===== src/rtl/mcast_hash_pkg.sv =====
package mcast_hash_pkg;
  localparam int ADDR_BYTES = 6;
  localparam int ADDR_W     = ADDR_BYTES * 8;
  localparam int TBL_WORDS  = 8;
  localparam int TBL_W      = 32;
  localparam int IDX_W      = $clog2(TBL_WORDS * TBL_W);
  localparam int ROW_W      = $clog2(TBL_WORDS);
  localparam int BIT_W      = $clog2(TBL_W);
  localparam int CNT_W      = $clog2(ADDR_BYTES + 1);
  localparam logic [31:0] CRC_POLY = 32'hEDB88320;
  localparam logic [31:0] CRC_INIT = 32'hFFFFFFFF;

  typedef struct packed {
    logic crcLoad;     // first byte: seed CRC and capture group bit
    logic crcStep;     // later byte: fold into CRC
    logic byteLookup;  // this byte completes the address
    logic wordLookup;  // whole-word lookup this cycle
  } strobeT;

  function automatic logic [31:0] crcByte(input logic [31:0] crcIn, input logic [7:0] dataIn);
    logic [31:0] c;
    c = crcIn;
    for (int b = 0; b < 8; b++) begin
      if (c[0] ^ dataIn[b]) c = (c >> 1) ^ CRC_POLY;
      else                  c = c >> 1;
    end
    return c;
  endfunction

  function automatic logic [31:0] crcWord(input logic [ADDR_W-1:0] w);
    logic [31:0] c;
    c = CRC_INIT;
    for (int k = 0; k < ADDR_BYTES; k++) c = crcByte(c, w[8*k +: 8]);
    return c;
  endfunction

  function automatic logic [IDX_W-1:0] hashOf(input logic [31:0] c);
    logic [IDX_W-1:0] h;
    for (int k = 0; k < IDX_W; k++) h[IDX_W-1-k] = c[k];
    return h;
  endfunction
endpackage


===== src/rtl/mcast_hash_ctrl.sv =====
module mcast_hash_ctrl
  import mcast_hash_pkg::*;
(
  input  logic   clk,
  input  logic   rstN,
  input  logic   byteValid,
  input  logic   byteStart,
  input  logic   wordValid,
  output strobeT stb
);
  localparam logic [CNT_W-1:0] LAST_CNT = CNT_W'(ADDR_BYTES - 1);

  logic [CNT_W-1:0] byteCnt;  // bytes taken in the open sequence, 0 = none open

  always_comb begin
    stb = '0;
    if (wordValid) begin
      stb.wordLookup = 1'b1;
    end else if (byteValid && byteStart) begin
      stb.crcLoad = 1'b1;
    end else if (byteValid && byteCnt != '0) begin
      stb.crcStep    = 1'b1;
      stb.byteLookup = (byteCnt == LAST_CNT);
    end
  end

  always_ff @(posedge clk) begin
    if (!rstN) begin
      byteCnt <= '0;
    end else if (stb.wordLookup || stb.byteLookup) begin
      byteCnt <= '0;
    end else if (stb.crcLoad) begin
      byteCnt <= CNT_W'(1);
    end else if (stb.crcStep) begin
      byteCnt <= byteCnt + CNT_W'(1);
    end
  end

  AST_CNT_RANGE: assert property (@(posedge clk) disable iff (!rstN)
    byteCnt < CNT_W'(ADDR_BYTES));
  AST_START_OPENS: assert property (@(posedge clk) disable iff (!rstN)
    (byteValid && byteStart && !wordValid) |=> byteCnt == CNT_W'(1));
  AST_WORD_ABORTS: assert property (@(posedge clk) disable iff (!rstN)
    wordValid |=> byteCnt == '0);
  AST_STRAY_IGNORED: assert property (@(posedge clk) disable iff (!rstN)
    (byteValid && !byteStart && !wordValid && byteCnt == '0) |=> byteCnt == '0);
endmodule


===== src/rtl/mcast_hash_dp.sv =====
module mcast_hash_dp
  import mcast_hash_pkg::*;
(
  input  logic              clk,
  input  logic              rstN,
  input  strobeT            stb,
  input  logic [7:0]        byteData,
  input  logic [ADDR_W-1:0] addrWord,
  input  logic              regWrEn,
  input  logic [ROW_W-1:0]  regAddr,
  input  logic [TBL_W-1:0]  regWrData,
  output logic [TBL_W-1:0]  regRdData,
  input  logic              cmdSet,
  input  logic              cmdClr,
  input  logic [IDX_W-1:0]  cmdIndex,
  output logic              resultValid,
  output logic              accept,
  output logic [IDX_W-1:0]  hashIndex
);
  logic [TBL_W-1:0] tbl [TBL_WORDS];
  logic [31:0]      crcReg;
  logic             grpReg;
  logic [31:0]      crcFolded;
  logic [31:0]      lookupCrc;
  logic [IDX_W-1:0] lookupIdx;
  logic             grpNow;
  logic             lookupAny;
  logic [ROW_W-1:0] cmdRow;
  logic [BIT_W-1:0] cmdBit;
  logic [ROW_W-1:0] lkRow;
  logic [BIT_W-1:0] lkBit;

  assign crcFolded = crcByte(stb.crcLoad ? CRC_INIT : crcReg, byteData);
  assign lookupCrc = stb.wordLookup ? crcWord(addrWord) : crcFolded;
  assign lookupIdx = hashOf(lookupCrc);
  assign grpNow    = stb.wordLookup ? addrWord[0] : grpReg;
  assign lookupAny = stb.wordLookup | stb.byteLookup;

  // MSB-first numbering inside a register: bit = (TBL_W-1) - low index bits
  assign cmdRow = cmdIndex[IDX_W-1 -: ROW_W];
  assign cmdBit = ~cmdIndex[BIT_W-1:0];
  assign lkRow  = lookupIdx[IDX_W-1 -: ROW_W];
  assign lkBit  = ~lookupIdx[BIT_W-1:0];

  assign regRdData = tbl[regAddr];

  always_ff @(posedge clk) begin
    if (!rstN) begin
      crcReg <= CRC_INIT;
      grpReg <= 1'b0;
    end else if (stb.crcLoad || stb.crcStep) begin
      crcReg <= crcFolded;
      if (stb.crcLoad) grpReg <= byteData[0];
    end
  end

  generate
    for (genvar r = 0; r < TBL_WORDS; r++) begin : g_row
      always_ff @(posedge clk) begin
        if (!rstN) begin
          tbl[r] <= '0;
        end else if (regWrEn) begin
          if (regAddr == ROW_W'(r)) tbl[r] <= regWrData;
        end else if (cmdRow == ROW_W'(r)) begin
          if (cmdClr)      tbl[r][cmdBit] <= 1'b0;
          else if (cmdSet) tbl[r][cmdBit] <= 1'b1;
        end
      end
    end
  endgenerate

  always_ff @(posedge clk) begin
    if (!rstN) begin
      resultValid <= 1'b0;
      accept      <= 1'b0;
      hashIndex   <= '0;
    end else begin
      resultValid <= lookupAny;
      accept      <= lookupAny & grpNow & tbl[lkRow][lkBit];
      if (lookupAny) hashIndex <= lookupIdx;
    end
  end

  AST_RESULT_TIMING: assert property (@(posedge clk) disable iff (!rstN)
    lookupAny |=> resultValid);
  AST_NO_STRAY_RESULT: assert property (@(posedge clk) disable iff (!rstN)
    !lookupAny |=> !resultValid);
  AST_ACCEPT_QUALIFIED: assert property (@(posedge clk) disable iff (!rstN)
    accept |-> resultValid);
  AST_UNICAST_REJECT: assert property (@(posedge clk) disable iff (!rstN)
    (lookupAny && !grpNow) |=> !accept);
  AST_WRITE_LANDS: assert property (@(posedge clk) disable iff (!rstN)
    regWrEn |=> tbl[$past(regAddr)] == $past(regWrData));
endmodule


===== src/rtl/mcast_hash_filter.sv =====
module mcast_hash_filter
  import mcast_hash_pkg::*;
(
  input  logic        clk,
  input  logic        rstN,
  input  logic        byteValid,
  input  logic        byteStart,
  input  logic [7:0]  byteData,
  input  logic        wordValid,
  input  logic [47:0] addrWord,
  input  logic        regWrEn,
  input  logic [2:0]  regAddr,
  input  logic [31:0] regWrData,
  output logic [31:0] regRdData,
  input  logic        cmdSet,
  input  logic        cmdClr,
  input  logic [7:0]  cmdIndex,
  output logic        resultValid,
  output logic        accept,
  output logic [7:0]  hashIndex
);
  strobeT stb;

  mcast_hash_ctrl ctrl_i (
    .clk       (clk),
    .rstN      (rstN),
    .byteValid (byteValid),
    .byteStart (byteStart),
    .wordValid (wordValid),
    .stb       (stb)
  );

  mcast_hash_dp dp_i (
    .clk         (clk),
    .rstN        (rstN),
    .stb         (stb),
    .byteData    (byteData),
    .addrWord    (addrWord),
    .regWrEn     (regWrEn),
    .regAddr     (regAddr),
    .regWrData   (regWrData),
    .regRdData   (regRdData),
    .cmdSet      (cmdSet),
    .cmdClr      (cmdClr),
    .cmdIndex    (cmdIndex),
    .resultValid (resultValid),
    .accept      (accept),
    .hashIndex   (hashIndex)
  );
endmodule


===== config.mk =====
export PLATFORM = sky130hd
export DESIGN_NAME = mcast_hash_filter
export DESIGN_NICKNAME = d
export VERILOG_FILES = /design/src/rtl/mcast_hash_pkg.sv /design/src/rtl/mcast_hash_ctrl.sv /design/src/rtl/mcast_hash_dp.sv /design/src/rtl/mcast_hash_filter.sv
export SDC_FILE = /design/constraint.sdc
export NUM_CORES = 1
export LEC_CHECK = 0
export BUFFER_PORTS_ARGS = -buffer_cell sky130_fd_sc_hd__buf_2
export CAP_MARGIN = 20
export CORE_MARGIN = 5
export CORE_UTILIZATION = 30
export DETAILED_ROUTE_END_ITERATION = 6
export PLACE_DENSITY_LB_ADDON = 0.05
export SKIP_LAST_GASP = 1
export SYNTH_ARGS = -nofsm -noshare
export SYNTH_HDL_FRONTEND = slang
export SYNTH_SLANG_ARGS = --single-unit

===== constraint.sdc =====
create_clock -name clk -period 8.35 [get_ports clk]
set_input_delay 0.835 -clock clk [delete_from_list [all_inputs] [get_ports clk]]
set_output_delay 0.835 -clock clk [all_outputs]
set_load 0.01 [all_outputs]

### Yosys cells after proc, flatten, opt, wreduce, memory -nomap -nowiden

Memory sizes are Yosys's and may differ from the RTL's.
Cells that the tools add are included.

| cells by class | value |
|---|---|
| add/sub/neg operators | 1 |
| $lt $le $gt $ge | 3 |
| eq/ne operators | 15 |
| multiplexer cells | 690 |
| bitwise gates (word level) | 636 |
| reductions and logical operators | 12 |

Operators with widths:

| cell | count |
|---|---|
| $mux W32 | 57 |
| $mux W1 | 603 |
| $or A1 B1 Y1 | 521 |
| $not A13 Y14 | 31 |
| $mux W16 | 4 |
| $mux W10 | 6 |
| $mux W28 | 2 |
| $xor A1 B1 Y1 | 55 |
| $mux W25 | 2 |
| $mux W22 | 2 |
| $mux W31 | 1 |
| $mux W30 | 1 |
| $eq A3 B3 Y1 const B | 9 |
| $mux W27 | 1 |
| $mux W24 | 1 |
| $not A11 Y11 | 2 |
| $mux W21 | 1 |
| $mux W20 | 1 |
| $not A3 Y3 | 6 |
| $not A9 Y9 | 2 |
| $not A4 Y4 | 4 |
| $not A5 Y5 | 3 |
| $not A7 Y7 | 2 |
| $not A13 Y13 | 1 |
| 27 further kinds | 39 |

| word-level totals | value |
|---|---|
| bits in registers | 46 |
| bits in writable memories | 256 |
| input port bits | 107 |
| output and inout port bits | 42 |
| logic and storage cells | 1365 |
| memories kept | 1 |

Memory list:

| name | words | width | read ports | clocked after Yosys merged registers in | write ports | line | text |
|---|---|---|---|---|---|---|---|
| dp_i.tbl | 8 | 32 | 2 | 0 | 8 | mcast_hash_dp.sv:20 | `logic [TBL_W-1:0] tbl [TBL_WORDS];` |

### Depth between registers and ports, before layout

Gate-level depths: netlist of run 1.

| depth | value |
|---|---|
| depth in word-level cells | 100 |
| gate-level depth with buffers | 21 |
| mapped depth without buffers | 16 |

### Modules after synthesis

Synthesis of run 1 repeated with hierarchy kept, for this count alone.

| second synthesis, totals | value |
|---|---|
| cells, all modules | 2119 |
| area, all modules | 22818.1 µm² |

Modules (own cells, without submodules):

| module | instances | cells each | area each (µm²) | sequential area each (µm²) |
|---|---|---|---|---|
| mcast_hash_dp | 1 | 2089 | 22574.2 | 8548.2 |
| mcast_hash_ctrl | 1 | 30 | 244.0 | 60.1 |

### Worst setup path before layout of run 1

OpenSTA, ideal clock, no wires.

| path | value |
|---|---|
| kind | input -> register |
| from | in addrWord[3] |
| to | reg dp_i.accept |
| setup time | 0.118 ns |
| arrival | 5.726 ns |
| required time | 8.232 ns |
| slack | 2.506 ns |
| stages on the path | 17 |
| path buffers | 3 |
| cells stage by stage | buf_2 xnor2_1 xnor3_1 xnor3_1 xnor2_2 xnor3_1 xnor3_1 xor2_1 xnor2_1 o21ai_1 buf_2 buf_2 mux4_2 a221oi_2 nor3_1 o31a_1 o2111a_1 |

| between the ends | value |
|---|---|
| word-level cells in the longest chain between the ends | 68 |
| elaborated cells on any way between the ends | 128 |
| those cells by class | 48 x mux; 79 x bitwise; 1 x memory |

RTL lines:

| item | line | text |
|---|---|---|
| start: declaration | mcast_hash_filter.sv:10 | `input logic [47:0] addrWord,` |
| $xor A1 B1 Y1 (*) | mcast_hash_pkg.sv:24 | `if (c[0] ^ dataIn[b]) c = (c >> 1) ^ CRC_POLY;` |
| $mux W32 (*) (3 in a row) | mcast_hash_pkg.sv:24 |  |
| $not A13 Y14 (no line) / $mux W32 (equally long branches) | - |  |
| $mux W32 (*) (6 in a row) | mcast_hash_pkg.sv:24 |  |
| $xor A1 B1 Y1, or another cell as far along | mcast_hash_pkg.sv:24 |  |
| $mux W32 (*) | mcast_hash_pkg.sv:24 |  |
| $not A13 Y14 (no line), or another cell as far along | - |  |
| $mux W32 (*) (2 in a row) | mcast_hash_pkg.sv:24 |  |
| (+44 left out) | - |  |
| $mux W9 (*) | mcast_hash_pkg.sv:24 |  |
| $not A1 Y1 (no line), or another cell as far along | - |  |
| $mux W6 / $mux W9 (equally long branches) | mcast_hash_pkg.sv:24 |  |
| $mux W8 (*) | mcast_hash_dp.sv:34 | `assign lookupCrc = stb.wordLookup ? crcWord(addrWord) : crcFolded;` |
| branches (longest 1 deep; another with $mem_v2 Z8 W32) | - |  |
| $bmux W1 S5 (*) | mcast_hash_dp.sv:79 | `accept <= lookupAny & grpNow & tbl[lkRow][lkBit];` |
| $mux W1 (not written as such) (*) | mcast_hash_dp.sv:79 |  |
| $and A1 B1 Y1 (*) | mcast_hash_dp.sv:79 |  |
| end signal: assignment | mcast_hash_dp.sv:79 |  |
| end: declaration | mcast_hash_dp.sv:17 | `output logic accept,` |

Mark *: on every way between the ends. The select of a mux whose other input is x is not followed.
A chain may end at the register's enable or synchronous reset.

### Worst setup path in the final report of run 1

Ends and elaborated chain as after synthesis.

==> metrics.md, run 1 <==
| Metric | Value |
|---|---|
| Outcome | `complete, no violations` |
| Worst clock skew | `around 31 ps` |
| Post-synth top area share | `0.338` |
| Max frequency | `around 150 MHz` |
| Post-synth design cell area | `about 23000 um2` |
| Final slew viol count | `0` |
| Max incr delay on CP | `around 770 ps` |
| ANT nets after route | `0` |
| Drt drc | `0` |
| IO buf count | `between 100 and 150` |
| Worst path cell trace | `buf_2 -> xnor2_1 -> xnor3_1 -> xnor3_1 -> xnor2_2 -> xnor3_1 -> xnor3_1 -> xor2_1 -> xnor2_1 -> o21a_2 -> buf_4 -> a21oi_1 -> a22oi_1 -> a22oi_1 -> a311oi_1 -> nor3_1 -> nand4_1 -> o2111a_1` |
| Fin crit period | `between 6000 and 7000 ps` |
| Antenna violations before repair | `6` |
| Critical Path Slowest Stage Cell | `a311oi_1` |
| Total Neg Setup Slack | `0 ps` |
| Detailed placement HPWL | `61100 um` |
| Die area | `just over 80000 um2` |
| Final WL | `108000 um` |
| Routability cong. | `approximately 0.79` |
| Core Rows | `slightly above 100` |
| Most common flop cell mapped by yosys | `edfxtp_1` |
| Core region area | `between 70000 and 80000 um2` |
| GRT Overall Usage | `0.256` |
| Largest net degree at the start of global routing | `78` |
| 1st-pass router iterations | `7` |
| Die W | `around 290 um` |
| Largest area contributor in the netlist | `edfxtp_1` |
| CTS tree | `built` |
| Max FO, Critical Path | `24` |
| Final setup vio count | `0` |
| Setup Crit Path Kind | `input port to flop` |
| Ranking of synthesized cells by area | `edfxtp_1 (34%), a22o_1 (9.9%), mux4_2 (8.2%), xnor2_1 (6.6%), o21ai_0 (6.0%)` |
| Maxcap violations | `0` |
| Total CTS buffers | `40` |
| Post-synth EDFFs | `approximately 260` |
| Slew @ Worst Pin | `approximately 1100 ps` |
| CTS resizes | `0` |
| First-pass GRT wire length | `~150000 um` |
| Finished Core Util | `0.341` |
| Syn Area/Cell | `10.3 um2` |
| Root Buffer | `clkbuf_16` |
| Worst hold path type | `flop to flop` |
| Hold Fails Final Rpt | `0` |
| Post-synth net total | `roughly 2300` |
| Largest delay contributor family on the critical path | `XOR/XNOR gates` |
| Initial Utilization | `0.301` |
| Yosys cell types | `66` |
| Cells after Synth | `roughly 2200` |
| Fraction of layout cells with a size suffix above 1 | `0.181` |
| Initial DRC count | `around 1900` |
| Vias | `a little under 20000` |
| Post-CTS Setup Bufs | `0` |
| Total gr overflow | `0` |
| Ys async rst share | `0` |
| Max clock buf depth | `3` |
| Post-CTS Hold Buffers | `0` |
| Area delta synth->final | `13.3%` |
| Cell repeated most along the worst path | `xnor3_1` |
| Crit end category | `flop` |
| Die Y | `~290 um` |
| Worst path bufs/invs | `2` |
| CTS H-tree lvls | `2` |
| CP arrival | `around 7100 ps` |
| Sequential area share after synthesis | `0.379` |
| FF+latch count, synth | `between 300 and 400` |
| Latest clock arrival within the worst-skew pair | `a little under 600 ps` |
| Sink Count | `about 300` |
| NumNets Final | `roughly 2300` |
| Slew headroom | `0.299` |
| Ports | `149` |
| Clock slew at reported path FFs | `approximately 60 ps` |
| DR WL/cell | `around 33 um` |
| Number of global-route vias before repair | `19600` |
| Avg Vias per Cell | `~6.1` |
| Critical path startpoint category | `input port` |
| Period utilisation layout | `0.792` |
| RSZ-0062 raised after global routing | `no` |
| Yosys warning count | `0` |
| CP required | `just under 9000 ps` |
synth_stat cells (5+ instances only):
cell type and n:
xor2_1 59, edfxtp_1 256, buf_2 16, mux2i_1 58, a22oi_1 9, a31oi_1 5
buf_1 53, nand2_1 261, dfxtp_1 46, o22ai_1 15, clkbuf_1 157, a221oi_1 15
a22o_1 257, and2_1 7, xnor3_1 50, o211ai_1 18, a221o_1 10, nor2b_1 8
nor2_1 141, xor3_1 12, xnor2_1 172, a211oi_1 18, mux4_2 83, o21ai_0 271
xnor2_2 10, nor3_1 20, a311oi_1 6, and3_1 8, nand3_1 17, nand2b_1 7
inv_1 11, a21oi_1 69
layout make-up:
class | instances | area, um2
Clock inverter | 10 | 105
Clock buffer | 58 | 1090
Timing Repair Buffer | 209 | 1240
Multi-Input combinational cell | 1659 | 13400
Sequential cell | 302 | 8610
Inverter | 15 | 56.3
Antenna cell | 2 | 5.00
Fill cell | 7722 | 49800
Tap cell | 978 | 1220
per-layer routing:
metal | up-vias | GRT usage | wire length, um
met2 | 982 | 0.439 | 52500
met4 | 2 | 0.0957 | 4400
met5 | - | 0 | 13
li1 | 8320 | - | -
met1 | 10100 | 0.322 | 42700
met3 | 232 | 0.0465 | 8350
flip-flops by register name, summed over array words and instances, names as in the netlist:
name and cells:
dp_i.resultValid 1, dp_i.tbl 256, dp_i.accept 1, dp_i.crcReg 32, dp_i.grpReg 1, ctrl_i.byteCnt 3, dp_i.hashIndex 8
cell families (layout without fill, tap and decap cells):
kind of cell / Yosys count / count (layout) / share of synthesized area
mux: 145 / 145 / 0.110
flops: 302 / 302 / 0.379
xor+xnor: 307 / 307 / 0.163
other cells: 0 / 2 / 0
compound gates: 717 / 717 / 0.216
fa+ha+maj: 3 / 3 / 0.00165
buf+inv: 248 / 292 / 0.0435
simple gates: 487 / 487 / 0.0883
placed cells by master, fill, tap and decap left out, types with 59 or more instances in the layout:
| master | Yosys | routed |
|---|---|---|
| xnor2_1 | 172 | 172 |
| mux4_2 | 83 | 83 |
| nor2_1 | 141 | 123 |
| o21ai_0 | 271 | 270 |
| edfxtp_1 | 256 | 256 |
| a21oi_1 | 69 | 64 |
| a22o_1 | 257 | 257 |
| xor2_1 | 59 | 59 |
| nand2_1 | 261 | 261 |
| buf_4 | 4 | 60 |
| buf_2 | 16 | 146 |
final timing paths:
check | from | to | slack, ps | cells past startpoint
max | addrWord[3] | dp_i.accept | 1740 | 18
min | dp_i.hashIndex[0] | dp_i.hashIndex[0] | 470 | 2
max reg2reg | dp_i.crcReg[3] | dp_i.accept | 3660 | 15
min reg2reg | dp_i.hashIndex[0] | dp_i.hashIndex[0] | 470 | 2
metrics by stage:
step | cells | hold slack [ps] | setup WS (ps) | instance area [um2]
5_1_grt | 3232 | 505 | 1460 | 25800
3_3_place_gp | 3160 | 462 | 1180 | 24500
3_5_place_dp | 3160 | 471 | 1220 | 24500
4_1_cts | 3228 | 483 | 1840 | 25700
2_1_floorplan | 2209 | 445 | 2510 | 22700
6_report | 3233 | 475 | 1740 | 25800
worst reg2reg max path, stage by stage, from the launching register on:
cell      delay [ps]
dfxtp_1          320
nor2_1            60
xnor2_1          670
xnor2_1          310
xnor2_1          350
nor2_1           150
inv_1            200
o21a_2           630
buf_4            370
a21oi_1          100
a22oi_1          190
a22oi_1          110
a311oi_1         770
nor3_1           110
nand4_1          130
o2111a_1         180
Power of run 1 is not shown: default switching activity piles up to over one toggle a cycle in this logic, so the estimate is an artifact.
==> inputs of run 2 (changes only) <==
ABC_AREA = 1   (was unset)
clock period = 6.4 ns   (was 8.35 ns; I/O delays follow)
==> run 2 against run 1 <==
Clock skew up 2.2 ps. First-iteration DRC count up 56%. Count of clock-buffer cells in the layout down 2. Die area up 13%. Non-clock buffer count up 24. Sequential share of layout area down 4.0 points. Final cell count up 60%. Routed wire length up 15%. Via count up 41%. Hold slack worse by 100 ps. Register-to-register slack worse by 1400 ps. Setup slack worse by 820 ps. Critical endpoint unchanged.
==> metrics.md, run 2 <==
| Metric | Value |
|---|---|
| Clock power frac | `0.133` |
| 1st-pass router iterations | `7` |
| Vias | `27700` |
| Maxcap violations | `0` |
| Final WL | `~120000 um` |
| CTS tree | `built` |
| CP required | `about 6900 ps` |
| Post-synth top area share | `0.297` |
| Cell repeated most along the worst path | `nand2_1` |
| Worst clock skew | `between 30 and 40 ps` |
| Post-CTS Setup Bufs | `0` |
| Post-synth net total | `between 4000 and 5000` |
| Finished Core Util | `0.344` |
| Max incr delay on CP | `approximately 430 ps` |
| CP arrival | `approximately 6000 ps` |
| Setup Crit Path Kind | `input port to flop` |
| Sw Ratio | `0.562` |
| Post-synth design cell area | `around 26000 um2` |
| PnR worst setup slack | `921 ps` |
| Post-synth EDFFs | `256` |
| Post-CTS Hold Buffers | `0` |
| Die area | `92100 um2` |
| Pre-CTS WS | `342 ps` |
| Largest net degree at the start of global routing | `76` |
| Number of global-route vias before repair | `25700` |
| Fin crit period | `between 5000 and 6000 ps` |
| FF+latch count, synth | `~300` |
| Worst Hold Path EP | `dp_i.grpReg` |
| Max frequency | `183 MHz` |
| Detailed placement HPWL | `between 80000 and 90000 um` |
| Largest register FFs | `256` |
| Ports | `roughly 150` |
| Most common flop cell mapped by yosys | `edfxtp_1` |
| First-pass GRT wire length | `around 180000 um` |
| Most numerous cell in the Yosys netlist | `nand2_1` |
| Slew @ Worst Pin | `1130 ps` |
| NetSw | `about 9600 uW` |
| Final slew viol count | `0` |
| Area delta synth->final | `13.4%` |
| Hold Crit Start | `byteData[0]` |
| Cells after Synth | `about 4000` |
| Reg-to-Reg Start | `dp_i.crcReg[0]` |
| Critical path startpoint category | `input port` |
| Fin Hold WS | `~370 ps` |
| Antenna violations before repair | `4` |
| Crit end category | `flop` |
| Reg-to-Reg End | `dp_i.accept` |
| Die Y | `304 um` |
| Yosys warning count | `0` |
| Final setup vio count | `0` |
| Ranking of synthesized cells by area | `edfxtp_1 (30%), nand2_1 (23%), nand3_1 (14%), o21ai_0 (5.5%), xor2_1 (4.1%)` |
| Initial Utilization | `0.303` |
| Outcome | `complete, no violations` |
| Worst path bufs/invs | `5` |
| Max clock buf depth | `3` |
| Initial DRC count | `~3000` |
| Total gr overflow | `0` |
| Avg Vias per Cell | `approximately 5.4` |
| ANT nets after route | `0` |
| Largest area contributor in the netlist | `edfxtp_1` |
| RSZ-0062 raised after global routing | `no` |
| Largest delay contributor family on the critical path | `simple AND/OR/NAND/NOR gates` |
| GRT Overall Usage | `0.261` |
| DR WL/cell | `approximately 24 um` |
| Int Power | `around 7400 uW` |
| IO buf count | `148` |
| Core region area | `around 85000 um2` |
| Ys async rst share | `0` |
| Fillers | `between 9000 and 10000` |
| Sequential area share after synthesis | `0.333` |
| Total CTS buffers | `40` |
| Drt drc | `0` |
| Most flops, register | `dp_i.tbl` |
| Clock slew at reported path FFs | `~60 ps` |
| CTS H-tree lvls | `2` |
| Most frequent cells in the layout | `nand2_1 (1545), nand3_1 (729), o21ai_0 (282), edfxtp_1 (256), inv_1 (175)` |
| Period utilisation layout | `0.856` |
| Total power | `17000 uW` |
| Worst R2R Path Depth | `19` |
| Latest clock arrival within the worst-skew pair | `~580 ps` |
| Syn Area/Cell | `~6.5 um2` |
| Register share of total power | `0.139` |
| Routability cong. | `0.845` |
| Max FO, Critical Path | `29` |
| Reg-to-reg slack, setup | `approximately 2300 ps` |
| Hold Fails Final Rpt | `0` |
| Biggest regs | `dp_i.tbl x256, dp_i.crcReg x32, dp_i.hashIndex x8` |
| Total leakage power | `0.0125 uW` |
| Die W | `between 300 and 400 um` |
| Post-synth top cells | `nand2_1 (1553), nand3_1 (730), o21ai_0 (282)` |
| Yosys cell types | `45` |
| Critical Path Slowest Stage Cell | `nand2_1` |
| CTS resizes | `0` |
| Slew headroom | `0.247` |
| Hold depth | `3` |
| NumNets Final | `4099` |
| Sink Count | `between 300 and 400` |
| Combinational Power Share | `0.727` |
| Fraction of layout cells with a size suffix above 1 | `0.125` |
| Worst hold path type | `input port to flop` |
| Root Buffer | `clkbuf_16` |
| Commonest non-fill, non-tap cell in the layout | `nand2_1` |
| Total Neg Setup Slack | `0 ps` |
| Power Dens Cells | `a little under 600 nW/um2` |
| Core Rows | `about 110` |
| Peak supply drop | `0.491 mV` |
-- run 2: logic make-up after synthesis --
| group | Yosys count | synth area share |
|---|---|---|
| DFF | 302 | 0.333 |
| AOI/OAI and AO/OA | 434 | 0.0968 |
| and+or+nand+nor | 2597 | 0.437 |
| xor gates and xnor gates | 171 | 0.0591 |
| buffers and inverters | 443 | 0.0728 |
| adders and majority gates | 3 | 0.00145 |
-- run 2: worst reg2reg max path: cells and delay by family, from the launching register on --
family	cells	cell delay, ps
XOR/XNOR	3	1440
buffers and inverters	4	590
flip-flops	1	300
AND/OR/NAND/NOR	12	1710
-- run 2: worst max path at each step --
stage	slack, ps	startpoint	cells past startpoint	endpoint
after CTS	950	addrWord[2]	38	dp_i.accept
after global routing	280	addrWord[2]	40	dp_i.accept
final	920	addrWord[2]	38	dp_i.accept
after global placement	300	addrWord[2]	38	dp_i.accept
after floorplan	2140	addrWord[12]	35	dp_i.accept
after detailed placement	340	addrWord[2]	38	dp_i.accept
-- run 2: layout make-up --
cell class / count / area [um2] / area share
well taps: 1144 / 1430 / 0.0488
multi-input cells: 3205 / 15600 / 0.533
repair buffers: 233 / 1610 / 0.0548
clock buffers: 56 / 1150 / 0.0394
clock inverters: 13 / 100 / 0.00342
flip-flops and latches: 302 / 8610 / 0.294
diodes: 2 / 5.00 / 0.000171
inverters: 207 / 787 / 0.0269
-- run 2: layer usage --
metal | vias to the layer above | global-route usage | part of all wire | wire length (um)
met1 | 13200 | 0.391 | 0.47 | 58200
met5 | - | 0 | 0.00020 | 25
li1 | 13300 | - | - | -
met4 | 4 | 0.0623 | 0.023 | 2860
met3 | 160 | 0.0325 | 0.074 | 9160
met2 | 1122 | 0.401 | 0.43 | 54000
-- run 2: power groups by stage --
stage	logic [uW]	clock network, uW	registers, uW
after floorplan	7820	0	2380
after global placement	12300	0	2410
after detailed placement	12200	0	2410
after CTS	12300	2300	2370
after global routing	13500	2370	2390
final	12400	2270	2370
-- run 2: metrics by stage --
| step | instance area [um2] | instances |
|---|---|---|
| after floorplan | 25800 | 3950 |
| after global placement | 27900 | 5078 |
| after detailed placement | 27900 | 5079 |
| after CTS | 29200 | 5148 |
| after global routing | 29300 | 5160 |
| final | 29300 | 5162 |
Note: power is estimated with default switching activity, not from simulation.
